File: src/rtl/sio_pkg.sv
package sio_pkg;
    // Clock-select field codes
    typedef enum logic [1:0] {
        RATE_EXT  = 2'b00,
        RATE_DIV2 = 2'b01,
        RATE_DIV4 = 2'b10,
        RATE_DIV8 = 2'b11
    } rate_e;

    // Shift-clock edge strobes, one system-clock cycle wide
    typedef struct packed {
        logic rise;
        logic fall;
    } sclk_edge_t;
endpackage

File: src/rtl/sio_clkgen.sv
module sio_clkgen
    import sio_pkg::*;
#(
    parameter int DIV_LOG_MAX = 3
) (
    input  logic       clk,
    input  logic       rst_n,
    input  logic       run,
    input  logic       instck_en,
    input  rate_e      rate,
    output logic       sck,
    output sclk_edge_t edges
);
    localparam int TMR_W = (DIV_LOG_MAX > 1) ? DIV_LOG_MAX - 1 : 1;

    typedef struct packed {
        logic             sck;
        logic [TMR_W-1:0] tmr;
    } gen_st_t;

    gen_st_t          st_d, st_q;
    logic [TMR_W-1:0] lim;
    logic             hit;

    always_comb begin
        // phase length in instruction-clock pulses is 2^(code-1)
        if (rate == RATE_EXT) begin
            lim = '0;
        end else begin
            lim = TMR_W'((1 << (int'(rate) - 1)) - 1);
        end
        hit        = run && instck_en && (st_q.tmr == lim);
        edges.fall = hit && st_q.sck;
        edges.rise = hit && !st_q.sck;

        st_d = st_q;
        if (!run) begin
            st_d.sck = 1'b1;
            st_d.tmr = '0;
        end else if (instck_en) begin
            if (hit) begin
                st_d.tmr = '0;
                st_d.sck = !st_q.sck;
            end else begin
                st_d.tmr = st_q.tmr + 1'b1;
            end
        end
    end

    always_ff @(posedge clk) begin
        if (!rst_n) begin
            st_q.sck <= 1'b1;
            st_q.tmr <= '0;
        end else begin
            st_q <= st_d;
        end
    end

    assign sck = st_q.sck;
endmodule

File: src/rtl/sio_extsync.sv
module sio_extsync
    import sio_pkg::*;
#(
    parameter int STAGES = 2
) (
    input  logic       clk,
    input  logic       rst_n,
    input  logic       sck_in,
    output sclk_edge_t edges
);
    // chain_q[STAGES-1:0] are synchronizer flops, chain_q[STAGES] the previous value
    logic [STAGES:0] chain_d, chain_q;

    always_comb begin
        chain_d    = {chain_q[STAGES-1:0], sck_in};
        edges.rise = chain_q[STAGES-1] && !chain_q[STAGES];
        edges.fall = !chain_q[STAGES-1] && chain_q[STAGES];
    end

    always_ff @(posedge clk) begin
        if (!rst_n) begin
            chain_q <= '1;
        end else begin
            chain_q <= chain_d;
        end
    end
endmodule

File: src/rtl/sio_core.sv
module sio_core
    import sio_pkg::*;
#(
    parameter int DATA_W = 8
) (
    input  logic              clk,
    input  logic              rst_n,
    input  logic              start,
    input  logic              flag_clr,
    input  logic              ctl_wr,
    input  logic [1:0]        ctl_rate,
    input  logic              wr_lo,
    input  logic              wr_hi,
    input  logic [DATA_W/2-1:0] wdata,
    input  logic              sin,
    input  sclk_edge_t        edges,
    output logic [DATA_W-1:0] sreg,
    output logic              sout,
    output logic              busy,
    output logic              done,
    output rate_e             rate
);
    localparam int NIB_W = DATA_W / 2;
    localparam int CNT_W = $clog2(DATA_W);
    localparam logic [CNT_W-1:0] LAST = CNT_W'(DATA_W - 1);

    typedef struct packed {
        logic [DATA_W-1:0] sreg;
        logic              sout;
        logic [CNT_W-1:0]  cnt;
        logic              busy;
        logic              done;
        rate_e             rate;
    } core_st_t;

    core_st_t st_d, st_q;
    logic     last_rise;
    logic     accept_start;

    always_comb begin
        st_d         = st_q;
        accept_start = start && !st_q.busy;
        last_rise    = st_q.busy && edges.rise && (st_q.cnt == LAST);

        if (!st_q.busy) begin
            if (ctl_wr) st_d.rate = rate_e'(ctl_rate);
            if (wr_lo)  st_d.sreg[NIB_W-1:0] = wdata;
            if (wr_hi)  st_d.sreg[DATA_W-1:NIB_W] = wdata;
            if (start) begin
                st_d.busy = 1'b1;
                st_d.cnt  = '0;
            end
        end else begin
            if (edges.fall) st_d.sout = st_q.sreg[0];
            if (edges.rise) begin
                st_d.sreg = {sin, st_q.sreg[DATA_W-1:1]};
                st_d.cnt  = st_q.cnt + 1'b1;
                if (st_q.cnt == LAST) st_d.busy = 1'b0;
            end
        end

        // setting on completion outranks a clear in the same cycle
        if (last_rise) begin
            st_d.done = 1'b1;
        end else if (flag_clr || accept_start) begin
            st_d.done = 1'b0;
        end
    end

    always_ff @(posedge clk) begin
        if (!rst_n) begin
            st_q.sreg <= '0;
            st_q.sout <= 1'b1;
            st_q.cnt  <= '0;
            st_q.busy <= 1'b0;
            st_q.done <= 1'b0;
            st_q.rate <= RATE_EXT;
        end else begin
            st_q <= st_d;
        end
    end

    assign sreg = st_q.sreg;
    assign sout = st_q.sout;
    assign busy = st_q.busy;
    assign done = st_q.done;
    assign rate = st_q.rate;
endmodule

File: src/rtl/sio_port.sv
module sio_port
    import sio_pkg::*;
#(
    parameter int DATA_W      = 8,
    parameter int DIV_LOG_MAX = 3,
    parameter int SYNC_STAGES = 2
) (
    input  logic                clk,
    input  logic                rst_n,
    input  logic                instck_en_i,
    input  logic                ctl_wr_i,
    input  logic [1:0]          ctl_rate_i,
    input  logic                wr_lo_i,
    input  logic                wr_hi_i,
    input  logic [DATA_W/2-1:0] wdata_i,
    input  logic                start_i,
    input  logic                flag_clr_i,
    output logic [DATA_W/2-1:0] sreg_lo_o,
    output logic [DATA_W/2-1:0] sreg_hi_o,
    output logic                done_o,
    input  logic                sck_i,
    output logic                sck_o,
    output logic                sck_oe_o,
    input  logic                sin_i,
    output logic                sout_o
);
    localparam int NIB_W = DATA_W / 2;

    logic              busy_w;
    logic              int_mode;
    logic              int_run;
    logic              int_sck;
    rate_e             rate_w;
    sclk_edge_t        int_edges;
    sclk_edge_t        ext_edges;
    sclk_edge_t        sel_edges;
    logic [DATA_W-1:0] sreg_w;

    assign int_mode = (rate_w != RATE_EXT);
    assign int_run  = busy_w && int_mode;

    sio_clkgen #(
        .DIV_LOG_MAX(DIV_LOG_MAX)
    ) clkgen_i (
        .clk      (clk),
        .rst_n    (rst_n),
        .run      (int_run),
        .instck_en(instck_en_i),
        .rate     (rate_w),
        .sck      (int_sck),
        .edges    (int_edges)
    );

    sio_extsync #(
        .STAGES(SYNC_STAGES)
    ) extsync_i (
        .clk   (clk),
        .rst_n (rst_n),
        .sck_in(sck_i),
        .edges (ext_edges)
    );

    always_comb begin
        if (int_mode) begin
            sel_edges = int_edges;
        end else if (busy_w) begin
            sel_edges = ext_edges;
        end else begin
            sel_edges = '0;
        end
    end

    sio_core #(
        .DATA_W(DATA_W)
    ) core_i (
        .clk     (clk),
        .rst_n   (rst_n),
        .start   (start_i),
        .flag_clr(flag_clr_i),
        .ctl_wr  (ctl_wr_i),
        .ctl_rate(ctl_rate_i),
        .wr_lo   (wr_lo_i),
        .wr_hi   (wr_hi_i),
        .wdata   (wdata_i),
        .sin     (sin_i),
        .edges   (sel_edges),
        .sreg    (sreg_w),
        .sout    (sout_o),
        .busy    (busy_w),
        .done    (done_o),
        .rate    (rate_w)
    );

    assign sreg_lo_o = sreg_w[NIB_W-1:0];
    assign sreg_hi_o = sreg_w[DATA_W-1:NIB_W];
    assign sck_o     = int_mode ? int_sck : 1'b1;
    assign sck_oe_o  = int_mode;
endmodule

File: config.mk
export PLATFORM = sky130hd
export DESIGN_NAME = sio_port
export DESIGN_NICKNAME = d
export VERILOG_FILES = /design/src/rtl/sio_pkg.sv /design/src/rtl/sio_clkgen.sv /design/src/rtl/sio_extsync.sv /design/src/rtl/sio_core.sv /design/src/rtl/sio_port.sv
export SDC_FILE = /design/constraint.sdc
export NUM_CORES = 1
export LEC_CHECK = 0
export BUFFER_PORTS_ARGS = -buffer_cell sky130_fd_sc_hd__buf_2
export CAP_MARGIN = 20
export CORE_AREA = 2 2 60 51
export CTS_CLUSTER_SIZE = 28
export DETAILED_ROUTE_END_ITERATION = 10
export DIE_AREA = 0 0 62 53
export PLACE_DENSITY = 0.77
export SETUP_SLACK_MARGIN = 0.05
export SKIP_CTS_REPAIR_TIMING = 1
export SLEW_MARGIN = 20
export SYNTH_ARGS = -nofsm -noshare
export SYNTH_HDL_FRONTEND = slang
export SYNTH_SLANG_ARGS = --single-unit
File: constraint.sdc
create_clock -name clk -period 1.8 [get_ports clk]
set_input_delay 0.36 -clock clk [delete_from_list [all_inputs] [get_ports clk]]
set_output_delay 0.36 -clock clk [all_outputs]
set_load 0.03 [all_outputs]
Yosys cells after proc, flatten, opt, wreduce, memory -nomap -nowiden
Index checks and enable logic that the tools add are counted.

operators by class
  add/sub/neg operators = 4
  multipliers = 0
  divide/modulo/power cells = 0
  $lt $le $gt $ge = 0
  eq/ne operators = 3
  shifts and indexed selects = 1
  muxes and demuxes = 15
  bitwise gates (word level) = 1
  reduce and logical (&&, ||, !) cells = 28

operators with widths
  kind                                                    count
  left shift 1 x 32 -> 2 bit (first input constant)       1
  two-way mux 4 bit                                       5
  two-way mux 8 bit                                       2
  AND reduction 2 bit                                     7
  logical AND 1 bit                                       10
  nonzero test 2 bit                                      5
  two-way mux 2 bit                                       4
  zero test 1 bit                                         4
  two-way mux 1 bit                                       4
  adder 3 x 1 -> 3 bit (second input constant)            1
  == test 3 bit (second input constant)                   1
  subtractor 2 x 1 -> 3 bit (second input constant)       1
  adder 2 x 1 -> 2 bit (second input constant)            1
  == test 2 bit                                           1
  zero test 2 bit                                         1
  inequality test 2 x 1 -> 1 bit (second input constant)  1
  subtractor 2 bit (second input constant)                1
  logical OR 1 bit                                        1
  NOT 1 bit                                               1

storage, ports and cells
  register bits = 22
  latch bits = 0
  memory bits (writable) = 0
  ROM bits = 0
  input port bits = 16
  output and inout bits = 12
  logic and storage cells = 62
  memories = 0

Longest topological paths before layout
Gate-level depths: netlist of the first run.

  depth in word-level cells = 11
  depth in mapped cells = 5
  mapped depth without buffers = 4

Cells and area by module
From an unflattened synthesis of the first run, not the netlist that was laid out.

second synthesis, totals
  cell total of the unflattened synthesis = 116
  area total of the unflattened synthesis = 1138.6 sq um

modules (own cells, without submodules)
  module       instances  cells each  area an instance (sq um)  seq. area each (sq um)
  sio_core     1          80          814.5                     320.3
  sio_clkgen   1          19          181.4                     60.1
  sio_extsync  1          8           91.3                      60.1
  sio_port     1          9           51.3                      0.0

Worst setup path before layout of the first run
OpenSTA, ideal clock, no wires.

  path type = reg-to-reg
  from = register, netlist name core_i.rate[1]
  to = register, netlist name core_i.sout
  setup time = 0.122 ns
  arrival time = 1.565 ns
  data required time = 1.678 ns
  slack = 0.114 ns
  stages on the path, launching flop included = 5
  buffers on the path = 0
  period minus slack after synthesis = 1.686 ns
  path through = dfxtp_1 > or4b_4 > a311oi_4 > nand2_2 > a221o_1

on the way
  cells in the longest elaborated chain, start to end = 9
  elaborated cells between the ends (all ways) = 13
  classes of those cells = add/sub (2); eq/ne (1); shift (1); mux (2); reduce/logical (7)

RTL lines
  element                                 line              source
  subtractor 2 x 1 -> 3 bit               sio_clkgen.sv:30  lim = TMR_W'((1 << (int'(rate) - 1)) - 1);
  left shift 1 x 32 -> 2 bit              sio_clkgen.sv:30
  subtractor 2 bit                        sio_clkgen.sv:30
  two-way mux 2 bit                       sio_clkgen.sv:27  if (rate == RATE_EXT) begin
  == test 2 bit                           sio_clkgen.sv:32  hit = run && instck_en && (st_q.tmr == lim);
  logical AND 1 bit                       sio_clkgen.sv:32
  logical AND 1 bit                       sio_clkgen.sv:33  edges.fall = hit && st_q.sck;
  two-way mux 2 bit *                     sio_port.sv:64    if (int_mode) begin
  AND reduction 2 bit (no source line) *  n/a

Every way passes the cells marked *; elsewhere a longest branch is shown, timed or not.
A chain may end at the register's enable or synchronous reset.

Final worst setup path of the first run
  from = register clkgen_i.st_q[1] (netlist name)
  to = register core_i.st_q[6] (netlist name)

on the way
  cells in the longest elaborated chain, start to end = 6

RTL lines
  element                                          line              source
  from (decl)                                      sio_clkgen.sv:21  gen_st_t st_d, st_q;
  from (signal assigned)                           sio_clkgen.sv:55  st_q <= st_d;
  == test 2 bit                                    sio_clkgen.sv:32
  logical AND 1 bit                                sio_clkgen.sv:32
  logical AND 1 bit                                sio_clkgen.sv:34  edges.rise = hit && !st_q.sck;
  two-way mux 2 bit                                sio_port.sv:64
  inequality test 2 x 1 -> 1 bit (no source line)  n/a
  AND reduction 2 bit (no source line)             n/a
  to (signal assigned)                             sio_core.sv:79    st_q <= st_d;
  to (decl)                                        sio_core.sv:36    core_st_t st_d, st_q;

Every way passes these cells.

==> results.json, run 1 <==
{
  "die-width_microns": 62,
  "via_count": 997,
  "clock_latency_on_the_worst_skew_pair_ns": 0.31,
  "power_report.internal_total_uw": 680.1,
  "relative_contribution_of_the_clock_network_to_total_power_pct": 22.4,
  "ir_drop_mv": 0.3616,
  "hp-start": "sck_i",
  "route.final.wire_length_microns": 2369,
  "first_global_vias": 920,
  "crit_path_end_kind": "register",
  "initial_drc_count": 21,
  "cpLargestDelayFamily": "compound AO/OA/AOI/OAI gates",
  "netSwitchingFraction_pct": 30.97,
  "cts_tree": "yes",
  "drt_pass1_iterations": 4,
  "clock_tree_root_driver_cell": "sky130_fd_sc_hd__clkbuf_4",
  "antenna_violating_nets_post_route": 0,
  "hold_end": "extsync_i.chain_q[0]",
  "wl_per_cell_microns": 12.34,
  "syn-instance-count": 130,
  "critical_path.max_stage_delay_ns": 0.58,
  "portion_of_total_power_attributed_to_sequential_cells_pct": 54.9,
  "antenna-diode-count": 0,
  "cts_made_buffers": 3,
  "netlist.top_cell.by_area": "sky130_fd_sc_hd__dfxtp_1",
  "synth.most_common_cell": "sky130_fd_sc_hd__dfxtp_1",
  "areaGrowthSynthToFinish_pct": 17.34,
  "path_clk_slew_ns": 0.11,
  "worst_slew_margin_rel_pct": 76.35,
  "hold_path_class": "in2reg",
  "core_footprint_sq_um": 2659,
  "global_route_wire_length_before_repair_microns": 3884,
  "power.total_uw": 985.2,
  "rr_endpoint": "core_i.st_q[6]",
  "setup-violations-final": 0,
  "synthesis.area_per_instance_sq_um": 8.826,
  "grt_max_degree": 17,
  "fin_util_pct": 50.64,
  "reg2reg_from": "clkgen_i.st_q[1]",
  "power.switching_uw": 305.1,
  "skew_ns": 0.009033,
  "combinationalPowerShare_pct": 22.8,
  "post_layout_nonfiller_instances": 192,
  "via_per_inst": 5.193,
  "initial_core_util_pct": 43.15,
  "hold_viol_final": 0,
  "antenna_found_initial": 0,
  "drv_slew": 0,
  "synth.distinct_cells": 34,
  "std_cell_rows": 17,
  "post-route-min-period_ns": 1.784,
  "whs_path_depth": 2,
  "grt_setup_unrepaired": "true",
  "netlist_area_sq_um": 1147,
  "power_leakage_uw": 0.0006022,
  "maximum_level_of_the_cts_h_tree": 1,
  "fillerInstances": 263,
  "path_cells": "or4b_4 > a311oi_4 > a32o_2 > mux2i_1",
  "floorplan.die.height_microns": 53,
  "required_time_at_the_worst_slack_endpoint_ns": 2.04,
  "floorplan.die_area_sq_um": 3286,
  "remaining_drc_errors": 0,
  "yosysSeqAreaShare_pct": 38.39,
  "post_synth_most_frequent_cells": "sky130_fd_sc_hd__dfxtp_1 (22), sky130_fd_sc_hd__nand2_1 (20), sky130_fd_sc_hd__a22oi_1 (8), sky130_fd_sc_hd__buf_4 (8), sky130_fd_sc_hd__inv_1 (8)",
  "async_set_or_reset_register_ratio_after_synthesis_pct": 0,
  "final_layout_size_suffix_gt1_share_pct": 33.12,
  "worst_slew_pin_slew_ns": 0.3548,
  "ys_warn_count": 0,
  "run_status": "complete, no violations",
  "synthDominantCellAreaShare_pct": 38.39,
  "post_dp_hpwl_microns": 1838,
  "timing.critical_path.buf_inv": 0,
  "reg2regPathDepth": 4,
  "global_route.usage.total_pct": 16.14,
  "grt-ovfl-total": 0,
  "timing.critical_path.fanout_max": 5,
  "data_arrival_at_the_endpoint_of_the_critical_path_ns": 2.02,
  "top_level_ports": 28,
  "clock.fmax_mhz": 560.7,
  "cellPowerDensity_nw_per_um2": 731.8,
  "synth-edff-count": 0,
  "place_inst": 188,
  "clk_path_buf_depth": 2,
  "layout_worst_path_cycle_share_pct": 99.09,
  "gpl.final_weighted_congestion": 0.8062,
  "drv_cap": 0,
  "numPortBuffers": 27,
  "ys.flop_type": "sky130_fd_sc_hd__dfxtp_1",
  "worst-r2r-setup-slack_ns": 0.02,
  "nets": 174,
  "critical_path.slowest_cell": "sky130_fd_sc_hd__or4b_4",
  "ys_seq_elements": 22,
  "worstSetupStartpointType": "register",
  "synth_fp_nets": 148,
  "setup_total_negative_slack_ns": 0,
  "post_synth_main_area_contributors": "sky130_fd_sc_hd__dfxtp_1 (38%), sky130_fd_sc_hd__nand2_1 (6.5%), sky130_fd_sc_hd__a22oi_1 (5.2%), sky130_fd_sc_hd__buf_4 (5.2%), sky130_fd_sc_hd__a311oi_4 (4.6%)",
  "clock_sink_count": 22,
  "crit_type": "reg2reg"
}
[logic make-up after synthesis]
kind of cell | count (synthesis) | share of synthesized area (%)
AO/OA/AOI/OAI | 31 | 23.23
XOR/XNOR | 1 | 0.7635
adder cells (fa/ha/maj) | 2 | 2.181
buffers and inverters | 21 | 9.596
flip-flops | 22 | 38.39
multiplexers | 5 | 4.362
AND/OR/NAND/NOR | 48 | 21.48
[worst max-delay path by stage]
stage	to	cells past startpoint	slack (ns)	start
global route	core_i.st_q[6]	4	-0.05	clkgen_i.st_q[1]
finish	core_i.st_q[6]	4	0.02	clkgen_i.st_q[1]
detailed placement	core_i.sreg[6]	4	-0.01	clkgen_i.st_q[1]
global placement	core_i.sreg[6]	4	0.06	clkgen_i.st_q[1]
CTS	core_i.sreg[6]	4	-0.03	clkgen_i.st_q[1]
floorplan	core_i.sout	4	0.11	core_i.rate[1]
[per-stage QoR]
stage | hold slack [ns] | setup WS, ns | cell area (sq um)
2_1_floorplan | 0.3863 | 0.1135 | 1147
5_1_grt | 0.2220 | -0.04555 | 1346
6_report | 0.2302 | 0.01637 | 1346
3_3_place_gp | 0.3888 | 0.05723 | 1295
4_1_cts | 0.2204 | -0.03016 | 1318
3_5_place_dp | 0.3961 | -0.01381 | 1295
[cells in the final DEF (no fill, tap or decap)]
cell / n
sky130_fd_sc_hd__nor3_1: 1
sky130_fd_sc_hd__ha_1: 2
sky130_fd_sc_hd__a311oi_4: 2
sky130_fd_sc_hd__nand2_2: 1
sky130_fd_sc_hd__xnor2_1: 1
sky130_fd_sc_hd__nand3b_1: 1
sky130_fd_sc_hd__nand3_1: 5
sky130_fd_sc_hd__a22oi_2: 2
sky130_fd_sc_hd__nor2_4: 1
sky130_fd_sc_hd__a21oi_1: 3
sky130_fd_sc_hd__a21o_1: 3
sky130_fd_sc_hd__buf_2: 27
sky130_fd_sc_hd__a41oi_1: 1
sky130_fd_sc_hd__clkbuf_4: 3
sky130_fd_sc_hd__nor2_1: 6
sky130_fd_sc_hd__nand2b_1: 3
sky130_fd_sc_hd__mux2i_1: 5
sky130_fd_sc_hd__a32o_2: 1
sky130_fd_sc_hd__nand4_1: 2
sky130_fd_sc_hd__or2_4: 1
sky130_fd_sc_hd__or2_2: 1
sky130_fd_sc_hd__nand4bb_2: 1
sky130_fd_sc_hd__inv_1: 8
sky130_fd_sc_hd__dfxtp_2: 1
sky130_fd_sc_hd__a31oi_1: 1
sky130_fd_sc_hd__o22ai_1: 4
sky130_fd_sc_hd__o221ai_2: 2
sky130_fd_sc_hd__a22oi_1: 6
sky130_fd_sc_hd__or4b_4: 1
sky130_fd_sc_hd__and4_1: 1
sky130_fd_sc_hd__nand2_1: 20
sky130_fd_sc_hd__a221o_1: 1
sky130_fd_sc_hd__dfxtp_1: 21
sky130_fd_sc_hd__o21ai_0: 5
sky130_fd_sc_hd__nor2b_1: 3
sky130_fd_sc_hd__buf_4: 7
[cell type report]
type	count	area, sq um	share of cell area, %
Inverter	8	30.03	2.230
Sequential cell	22	441.7	32.81
Clock buffer	3	22.52	1.673
Multi-Input combinational cell	87	616.8	45.82
Timing Repair Buffer	34	187.7	13.94
Tap cell	38	47.55	3.532
[flip-flops by register name (all words and copies together) (netlist names)]
register	count
core_i.sreg	8
core_i.st_q	3
extsync_i.chain_q	3
clkgen_i.st_q	2
core_i.rate	2
clkgen_i.sck	1
core_i.busy	1
core_i.done	1
core_i.sout	1
[routing by layer]
metal	global-route usage, %	wire length, microns	vias to the layer above
met5	0	0	-
met4	4.255	17	0
met1	20.06	1060	478
met3	5.134	81	2
li1	-	-	505
met2	26.56	1209	12
[power groups by stage]
stage	clock, uW	sequential (uW)	combinational (uW)
after floorplan	0	548	176
after global placement	0	551	212
after detailed placement	0	552	216
after CTS	235	541	216
after global routing	252	546	249
final	220	541	224
[worst reg2reg max path, cell delays in order, from the launching register on]
cell                       delay, ns
sky130_fd_sc_hd__dfxtp_2        0.35
sky130_fd_sc_hd__or4b_4         0.58
sky130_fd_sc_hd__a311oi_4       0.34
sky130_fd_sc_hd__a32o_2         0.26
sky130_fd_sc_hd__mux2i_1        0.19
Power figures use the tool's default switching activity.
==> inputs of run 2 (changes only) <==
--- a/config.mk
+++ b/config.mk
@@ -8,6 +8,7 @@
 export BUFFER_PORTS_ARGS = -buffer_cell sky130_fd_sc_hd__buf_2
 export CAP_MARGIN = 20
 export CORE_AREA = 2 2 60 51
+export CTS_BUF_LIST = sky130_fd_sc_hd__clkbuf_16
 export CTS_CLUSTER_SIZE = 28
 export DETAILED_ROUTE_END_ITERATION = 10
 export DIE_AREA = 0 0 62 53
==> results.json, run 2 (synthesis gave the netlist of run 1 again) <==
{
  "timing.critical_path.buf_inv": 0,
  "die-width_microns": 62,
  "gpl.final_weighted_congestion": 0.8062,
  "antenna_found_initial": 0,
  "drv_cap": 0,
  "crit_type": "reg2reg",
  "cts_tree": "yes",
  "number_of_flip_flops_in_the_largest_register": 8,
  "floorplan.die_area_sq_um": 3286,
  "timing.critical_path.fanout_max": 5,
  "initial_drc_count": 36,
  "layout_worst_path_cycle_share_pct": 98.46,
  "antenna-diode-count": 0,
  "clock_sink_count": 22,
  "top_level_ports": 28,
  "drt_pass1_iterations": 4,
  "clk_path_buf_depth": 2,
  "mostFrequentLayoutCells": "sky130_fd_sc_hd__buf_2 (27), sky130_fd_sc_hd__nand2_1 (20), sky130_fd_sc_hd__dfxtp_1 (20)",
  "remaining_drc_errors": 0,
  "worst_slew_pin_slew_ns": 0.3527,
  "largestRegisters": "core_i.sreg: 8 flops, core_i.st_q: 3 flops, extsync_i.chain_q: 3 flops",
  "global_route_wire_length_before_repair_microns": 3926,
  "worstSetupStartpointType": "register",
  "clock_latency_on_the_worst_skew_pair_ns": 0.25,
  "first_global_vias": 901,
  "global_route.usage.total_pct": 16.44,
  "ir_drop_mv": 0.4148,
  "route.final.wire_length_microns": 2359,
  "worstSetupStartpoint": "clkgen_i.st_q[1]",
  "grt_setup_unrepaired": "true",
  "areaGrowthSynthToFinish_pct": 21.59,
  "clock.fmax_mhz": 564.2,
  "nets": 174,
  "wl_per_cell_microns": 12.29,
  "floorplan.die.height_microns": 53,
  "path_cells": "or4b_4 > a311oi_4 > a32o_2 > mux2i_1",
  "worst_slew_margin_rel_pct": 76.49,
  "placed_cell_area_sq_um": 1295,
  "max_flop_register": "core_i.sreg",
  "setup-violations-final": 0,
  "grt-ovfl-total": 0,
  "core_footprint_sq_um": 2659,
  "cpLargestDelayFamily": "compound AO/OA/AOI/OAI gates",
  "numPortBuffers": 27,
  "critical_path.slowest_cell": "sky130_fd_sc_hd__or4b_4",
  "fin_util_pct": 52.47,
  "grt_max_degree": 17,
  "drv_slew": 0,
  "path_clk_slew_ns": 0.05,
  "maximum_level_of_the_cts_h_tree": 1,
  "reg2reg_from": "clkgen_i.st_q[1]",
  "crit_path_end_kind": "register",
  "cts_made_buffers": 3,
  "via_count": 1009,
  "critical_path.max_stage_delay_ns": 0.58,
  "hold_viol_final": 0,
  "data_arrival_at_the_endpoint_of_the_critical_path_ns": 1.95,
  "cellPowerDensity_nw_per_um2": 874.1,
  "design_area_sq_um": 1395,
  "final_layout_size_suffix_gt1_share_pct": 33.77,
  "post-route-min-period_ns": 1.772,
  "hp-start": "sck_i",
  "antenna_violating_nets_post_route": 0,
  "required_time_at_the_worst_slack_endpoint_ns": 1.98,
  "via_per_inst": 5.255,
  "std_cell_rows": 17,
  "skew_ns": 0.001976,
  "post_dp_hpwl_microns": 1838,
  "clock_tree_root_driver_cell": "sky130_fd_sc_hd__clkbuf_16",
  "hold_path_class": "in2reg",
  "power_leakage_uw": 0.0006239,
  "run_status": "complete, no violations",
  "initial_core_util_pct": 43.15,
  "layout_commonest_cell": "sky130_fd_sc_hd__buf_2"
}
[run 2: worst paths after layout]
path                           to  slack, ns  cells after the start
max                core_i.st_q[6]       0.03                      4
min          extsync_i.chain_q[0]       0.29                      2
max reg2reg        core_i.st_q[6]       0.03                      4
min reg2reg  extsync_i.chain_q[1]       0.41                      1
[run 2: area by class of cell]
class                   count  area [sq um]
fillers                   258          1264
multi-input cells          87         611.8
inverters                   8         30.03
flip-flops and latches     22         442.9
well taps                  38         47.55
repair buffers             34         187.7
clock buffers               3         75.07
[run 2: through the flow]
step                      hold WS, ns  total power (uW)  setup WS, ns  TNS (ns)  instances
after floorplan                0.3863             724.1        0.1135         0        130
after global placement         0.3888             762.2       0.05723         0        188
after detailed placement       0.3961             767.6      -0.01381  -0.03367        188
after CTS                      0.2862              1229      -0.02444   -0.1050        191
after global routing           0.2926              1286      -0.03386  -0.09344        192
final                          0.2873              1219       0.02772         0        192
[run 2: power by group]
group / leakage, uW / internal, uW / switching, uW / total, uW
sequential: 0.000182 / 519 / 22.9 / 542
combinational: 0.000405 / 83.0 / 140 / 223
clock: 0.0000370 / 293 / 162 / 455
[run 2: layer usage]
layer | up-vias | GRT usage (%) | part of all wire, %
met5 | - | 0 | 0
met4 | 0 | 5.319 | 0.85
met3 | 4 | 5.134 | 4.8
met2 | 24 | 25.52 | 50
met1 | 479 | 21.40 | 45
li1 | 502 | - | -
[run 2: worst reg2reg max path, stage by stage (launching register included)]
cell	delay, ns
sky130_fd_sc_hd__dfxtp_2	0.33
sky130_fd_sc_hd__or4b_4	0.58
sky130_fd_sc_hd__a311oi_4	0.34
sky130_fd_sc_hd__a32o_2	0.26
sky130_fd_sc_hd__mux2i_1	0.19
